### src/rtl/sndreg_pkg.sv
package sndreg_pkg;
   localparam int unsigned NUM_VOICES  = 4;
   localparam int unsigned TONE_VOICES = NUM_VOICES - 1;
   localparam int unsigned PERIOD_W    = 10;
   localparam int unsigned ATTEN_W     = 4;
   localparam int unsigned NCTRL_W     = 3;
   localparam int unsigned VSEL_W      = $clog2(NUM_VOICES);

   typedef struct packed {
      logic [VSEL_W-1:0] voice;
      logic              is_atten;
   } target_t;

   typedef struct packed {
      logic              wr;
      logic              is_select;
      target_t           tgt;
      logic [5:0]        payload;
   } wr_cmd_t;
endpackage

### src/rtl/sndreg_parse.sv
module sndreg_parse
   import sndreg_pkg::*;
(
   input  logic          clk,
   input  logic          rst_n,
   input  logic          wr_en,
   input  logic [7:0]    wr_data,
   output wr_cmd_t       cmd
);
   target_t cur_q;
   logic    sel;

   assign sel = wr_data[7];

   always_ff @(posedge clk or negedge rst_n) begin
      if (!rst_n)              cur_q <= '0;
      else if (wr_en && sel)   cur_q <= target_t'({wr_data[6:5], wr_data[4]});
   end

   always_comb begin
      cmd.wr        = wr_en;
      cmd.is_select = sel;
      cmd.tgt       = sel ? target_t'({wr_data[6:5], wr_data[4]}) : cur_q;
      cmd.payload   = sel ? {2'b00, wr_data[3:0]} : wr_data[5:0];
   end

   // a continuation byte leaves the stored target as it was
   assert_hold_target_R7: assert property (@(posedge clk) disable iff (!rst_n)
      (wr_en && !wr_data[7]) |=> $stable(cur_q));
endmodule

### src/rtl/sndreg_field.sv
module sndreg_field
   import sndreg_pkg::*;
#(
   parameter int unsigned WIDTH     = 4,
   parameter logic [WIDTH-1:0] RST_VAL = '0
)(
   input  logic             clk,
   input  logic             rst_n,
   input  logic             hit,
   input  logic             is_select,
   input  logic [5:0]       payload,
   output logic [WIDTH-1:0] value
);
   initial begin
      assert (WIDTH >= 1 && WIDTH <= 16) else $error("sndreg_field: WIDTH out of range");
   end

   logic [WIDTH-1:0] nxt;

   generate
      if (WIDTH > 6) begin : g_wide
         always_comb begin
            nxt = value;
            if (is_select) nxt[3:0] = payload[3:0];
            else           nxt[WIDTH-1:4] = payload[WIDTH-5:0];
         end
      end else begin : g_narrow
         localparam int unsigned SELW = (WIDTH < 4) ? WIDTH : 4;
         always_comb begin
            nxt = value;
            if (is_select) nxt[SELW-1:0] = payload[SELW-1:0];
            else           nxt = payload[WIDTH-1:0];
         end
      end
   endgenerate

   always_ff @(posedge clk or negedge rst_n) begin
      if (!rst_n)   value <= RST_VAL;
      else if (hit) value <= nxt;
   end

   // the field holds when not addressed
   assert_idle_hold_R10: assert property (@(posedge clk) disable iff (!rst_n)
      !hit |=> $stable(value));
endmodule

### src/rtl/sndreg_decoder.sv
module sndreg_decoder
   import sndreg_pkg::*;
#(
   parameter int unsigned N_VOICES = 4,
   parameter int unsigned P_W      = 10,
   parameter int unsigned A_W      = 4
)(
   input  logic                          clk,
   input  logic                          rst_n,
   input  logic                          wr_en,
   input  logic [7:0]                    wr_data,
   output logic [(N_VOICES-1)*P_W-1:0]   tone_period,
   output logic [N_VOICES*A_W-1:0]       atten,
   output logic [1:0]                    noise_rate,
   output logic                          noise_white,
   output logic                          noise_reseed
);
   localparam int unsigned NT = N_VOICES - 1;

   initial begin
      assert (N_VOICES == NUM_VOICES) else $error("sndreg_decoder: voice count fixed by byte format");
      assert (P_W == 10) else $error("sndreg_decoder: period width must be 10");
      assert (A_W == 4) else $error("sndreg_decoder: attenuation width must be 4");
   end

   wr_cmd_t cmd;
   logic [NCTRL_W-1:0] nctrl;
   logic noise_hit;

   sndreg_parse u_parse (.clk(clk), .rst_n(rst_n), .wr_en(wr_en), .wr_data(wr_data), .cmd(cmd));

   genvar v;
   generate
      for (v = 0; v < N_VOICES; v++) begin : g_voice
         sndreg_field #(.WIDTH(A_W), .RST_VAL({A_W{1'b1}})) u_att (
            .clk(clk), .rst_n(rst_n),
            .hit(cmd.wr && cmd.tgt.is_atten && cmd.tgt.voice == VSEL_W'(v)),
            .is_select(cmd.is_select), .payload(cmd.payload),
            .value(atten[v*A_W +: A_W]));
         if (v < NT) begin : g_tone
            sndreg_field #(.WIDTH(P_W), .RST_VAL('0)) u_per (
               .clk(clk), .rst_n(rst_n),
               .hit(cmd.wr && !cmd.tgt.is_atten && cmd.tgt.voice == VSEL_W'(v)),
               .is_select(cmd.is_select), .payload(cmd.payload),
               .value(tone_period[v*P_W +: P_W]));
         end
      end
   endgenerate

   assign noise_hit = cmd.wr && !cmd.tgt.is_atten && cmd.tgt.voice == VSEL_W'(NT);

   sndreg_field #(.WIDTH(NCTRL_W), .RST_VAL('0)) u_noise (
      .clk(clk), .rst_n(rst_n), .hit(noise_hit),
      .is_select(cmd.is_select), .payload(cmd.payload), .value(nctrl));

   always_ff @(posedge clk or negedge rst_n) begin
      if (!rst_n) noise_reseed <= 1'b0;
      else        noise_reseed <= noise_hit;
   end

   assign noise_rate  = nctrl[1:0];
   assign noise_white = nctrl[2];

   // reseed follows a noise-targeted select byte
   assert_reseed_sel_R8: assert property (@(posedge clk) disable iff (!rst_n)
      (wr_en && wr_data[7:4] == 4'b1110) |=> noise_reseed);
   // reseed is a single-cycle pulse unless written back to back
   assert_reseed_pulse_R8: assert property (@(posedge clk) disable iff (!rst_n)
      !wr_en |=> !noise_reseed);
   // nothing changes without a strobe
   assert_quiet_R10: assert property (@(posedge clk) disable iff (!rst_n)
      !wr_en |=> ($stable(tone_period) && $stable(atten) && $stable(noise_rate) && $stable(noise_white)));
   // a select byte to voice 0 period keeps its upper bits
   assert_keep_hi_R3: assert property (@(posedge clk) disable iff (!rst_n)
      (wr_en && wr_data[7:4] == 4'b1000) |=> $stable(tone_period[P_W-1:4]));
endmodule

### config.mk
export PLATFORM = sky130hd
export DESIGN_NAME = sndreg_decoder
export DESIGN_NICKNAME = d
export VERILOG_FILES = /design/src/rtl/sndreg_pkg.sv /design/src/rtl/sndreg_parse.sv /design/src/rtl/sndreg_field.sv /design/src/rtl/sndreg_decoder.sv
export SDC_FILE = /design/constraint.sdc
export NUM_CORES = 1
export LEC_CHECK = 0
export ABC_AREA = 1
export CAP_MARGIN = 20
export CORE_UTILIZATION = 45
export DETAILED_ROUTE_END_ITERATION = 8
export PLACE_DENSITY = 0.77
export SYNTH_ARGS = -nofsm -noshare
export SYNTH_HDL_FRONTEND = slang
export SYNTH_HIERARCHICAL = 1
export SYNTH_SLANG_ARGS = --single-unit
### constraint.sdc
create_clock -name clk -period 3.5 [get_ports clk]
set_clock_uncertainty 0.05 [all_clocks]
set_input_delay 0.7 -clock clk [delete_from_list [all_inputs] [get_ports clk]]
set_output_delay 0.7 -clock clk [all_outputs]
set_load 0.01 [all_outputs]
==> run_results.csv <==
group,metric,value,unit
yosys,netlist_area,2260,sq um
placed_design,dp_slack,0.818,ns
power,internal_power,1.36,mW
detailed_routing,ant_nets,0,
detailed_routing,vias,1840,
global_route,antenna_found_initial,0,
final_layout,nets,338,
floorplan,initial_core_util,47.2,%
critical_path,arrival,2.52,ns
timing,timing.hold.ws,0.248,ns
clocking,cts_buffer_depth,2,
yosys,yosysTopAreaCell,"dfrtp_1",
final_layout,drive_above_1_share,12.2,%
power,clkPwrFrac,17.9,%
timing,setup_violations,0,
final_layout,antenna_cells,0,
clocking,clk_latency,0.30,ns
clocking,cts_htree_levels,2,
critical_path,worstSetupPathType,"input pin to flip-flop",
global_route,grt_max_degree,51,
critical_path,cpMostUsedCell,"nand2_1",
timing,rsz0062_at_grt,"false",
timing,hold_viol_final,0,
clocking,clock-root-buffer,"clkbuf_8",
final_layout,syn_to_final_growth,32.6,%
clocking,path_clk_slew,0.08,ns
yosys,syn_area_per_cell,8.55,sq um
floorplan,ios,61,
yosys,synth_cells,264,
clocking,numCtsBuffers,5,
power,power.switching,0.571,mW
floorplan,core-area,4790,sq um
placed_design,port_buffers,60,
power,p_per_area,643,nW/um^2
power,vdd_drop_max,402,uV
global_route,grt_pass1_vias,1757,
clocking,cts_resized,0,
power,cellLeakagePower,1.50,nW
yosys,yosys-top-cells-area,"dfrtp_1, nand2_1, dfstp_2",
floorplan,die_w,72.8,um
timing,period_share,67.9,%
clocking,post_cts_buffers,0,
critical_path,cp_num_buf_inv,3,
power,p_seq_share,47.9,%
placed_design,hpwl,3450,um
critical_path,cpPeakStageDelay,0.81,ns
yosys,syn-num-nets,275,
critical_path,startpoint_type,"input pin",
critical_path,cp_top_family,"buffers and inverters",
timing,slew_violations,0,
global_route,grt_use_total,21.2,%
detailed_routing,drc,0,
critical_path,crit_chain,"clkdlybuf4s50_1, o21ai_0, inv_1, nand2_1, nor2_1, buf_4, nand2_1, nand2_1, nand2_1",
detailed_routing,drt_pass1_iterations,4,
yosys,yosysSeqAreaShare,59.6,%
timing,timing.fmax,421,MHz
run,drv_cap,0,
clocking,tritoncts,"built",
clocking,cts_hold_buf,0,
floorplan,dieArea,5310,sq um
clocking,cts_sinks,53,
critical_path,r2r_slack,2.01,ns
detailed_routing,drt-initial-drc-count,148,
worst_hold_path,hold_class,"input pin to asynchronous set/reset pin",
detailed_routing,wire_per_inst,12.3,um
placed_design,gp_congestion,0.813,
timing,relSlewSlack,64.1,%
power,p_total,1.93,mW
yosys,synth_cell_types,12,
run_status,status,"complete, no violations",
global_route,grt_pass1_wl,8420,um
power,switching_share,29.6,%
critical_path,critPathSlowestCell,"clkdlybuf4s50_1",
detailed_routing,viasPerCell,4.66,
timing,fin_crit,2.38,ns
floorplan,die_h,72.8,um
final_layout,fin_cells,395,
critical_path,worst_ep_required_time,3.65,ns
critical_path,crit_path_end_kind,"flip-flop",
critical_path,crit_fanout,17,
final_layout,fillers,431,
placed_design,placed_cells,386,
timing,worst_slack,1.12,ns
detailed_routing,drt-total-wl,4850,um
yosys,ys_seq_elements,53,
yosys,synth_top_area_share,41.0,%
yosys,ys.warnings.count,6,
power,power_frac_comb,34.2,%
timing,tns,0,ns
floorplan,rows,25,
global_route,overflow,0,
timing,worst_pin_slew,0.536,ns
[cell families (layout without fill, tap and decap cells)]
family                 count (synthesis)  in the layout  synth area share [%]
AND/OR/NAND/NOR                      182            182                  33.1
flip-flops                            53             53                  59.6
buffers and inverters                 26             90                  6.65
AO/OA/AOI/OAI                          3              3                 0.665
[flip-flops by register name, indices dropped and copies added, names as in the netlist]
name / cells
noise_reseed: 1
g_voice.g_tone.u_per/value: 30
u_noise/value: 3
u_parse/cur_q: 3
g_voice.u_att/value: 16
[worst paths after layout]
check                           depth (start not counted)                                to                       from
worst max-delay path                                    9  g_voice[0].g_tone.u_per/value[2]                 wr_data[7]
worst min-delay path                                    1                  u_parse/cur_q[2]                      rst_n
worst max register to register                          8  g_voice[1].g_tone.u_per/value[2]           u_parse/cur_q[1]
worst min register to register                          2         g_voice[1].u_att/value[1]  g_voice[1].u_att/value[1]
max in group asynchronous                               3         g_voice[2].u_att/value[3]                      rst_n
min in group clk                                        2         g_voice[1].u_att/value[1]  g_voice[1].u_att/value[1]
[final cells by class]
class,count,area [sq um],share of cell area [%]
Tap cell,67,83.8,2.80
Inverter,16,60.1,2.01
Timing Repair Buffer,66,653,21.8
Sequential cell,53,1350,44.9
Multi-Input combinational cell,185,762,25.4
Clock buffer,8,90.1,3.01
[per-stage QoR]
| step | instance area, sq um | util (%) |
|---|---|---|
| 3_5_place_dp | 2890 | 60.3 |
| 2_1_floorplan | 2260 | - |
| 5_1_grt | 3000 | 62.6 |
| 3_3_place_gp | 2890 | 60.3 |
| 6_report | 3000 | 62.6 |
| 4_1_cts | 2980 | 62.2 |
[layout by cell type (no fill, tap or decap)]
cell / instances
dfrtp_1: 37
clkbuf_1: 2
clkdlybuf4s50_1: 59
dfstp_2: 16
nand3_1: 33
o21ai_1: 2
inv_2: 8
buf_4: 5
nor2_1: 10
clkbuf_8: 6
nand2_4: 3
inv_1: 8
buf_12: 1
buf_2: 1
nand2_1: 136
o21ai_0: 1
[routing by layer]
metal | vias to the layer above | track usage, % | part of all wire, %
met4 | 0 | 7.19 | 1.5
met1 | 849 | 28.1 | 45
met2 | 46 | 34.4 | 48
li1 | 938 | - | -
met3 | 7 | 4.97 | 4.6
met5 | - | 0 | 0
[worst reg2reg max path: stages (launching register included)]
cell,delay (ns)
dfrtp_1,0.35
inv_1,0.04
o21ai_0,0.26
nand2_1,0.12
nor2_1,0.13
buf_4,0.20
nand2_1,0.12
nand2_1,0.08
nand2_1,0.05
[synthesized netlist by cell type]
| library cell | count |
|---|---|
| buf_4 | 6 |
| buf_6 | 4 |
| dfrtp_1 | 37 |
| dfstp_2 | 16 |
| inv_1 | 8 |
| inv_2 | 8 |
| nand2_1 | 136 |
| nand2_4 | 3 |
| nand3_1 | 33 |
| nor2_1 | 10 |
| o21ai_0 | 1 |
| o21ai_1 | 2 |
[power groups by stage]
stage / clock (mW) / sequential, mW / combinational [mW]
floorplan: 0 / 1.01 / 0.179
global placement: 0 / 0.934 / 0.645
detailed placement: 0 / 0.935 / 0.660
CTS: 0.361 / 0.925 / 0.664
global route: 0.381 / 0.948 / 0.727
finish: 0.344 / 0.923 / 0.660
(Power assumes the default switching activity.)
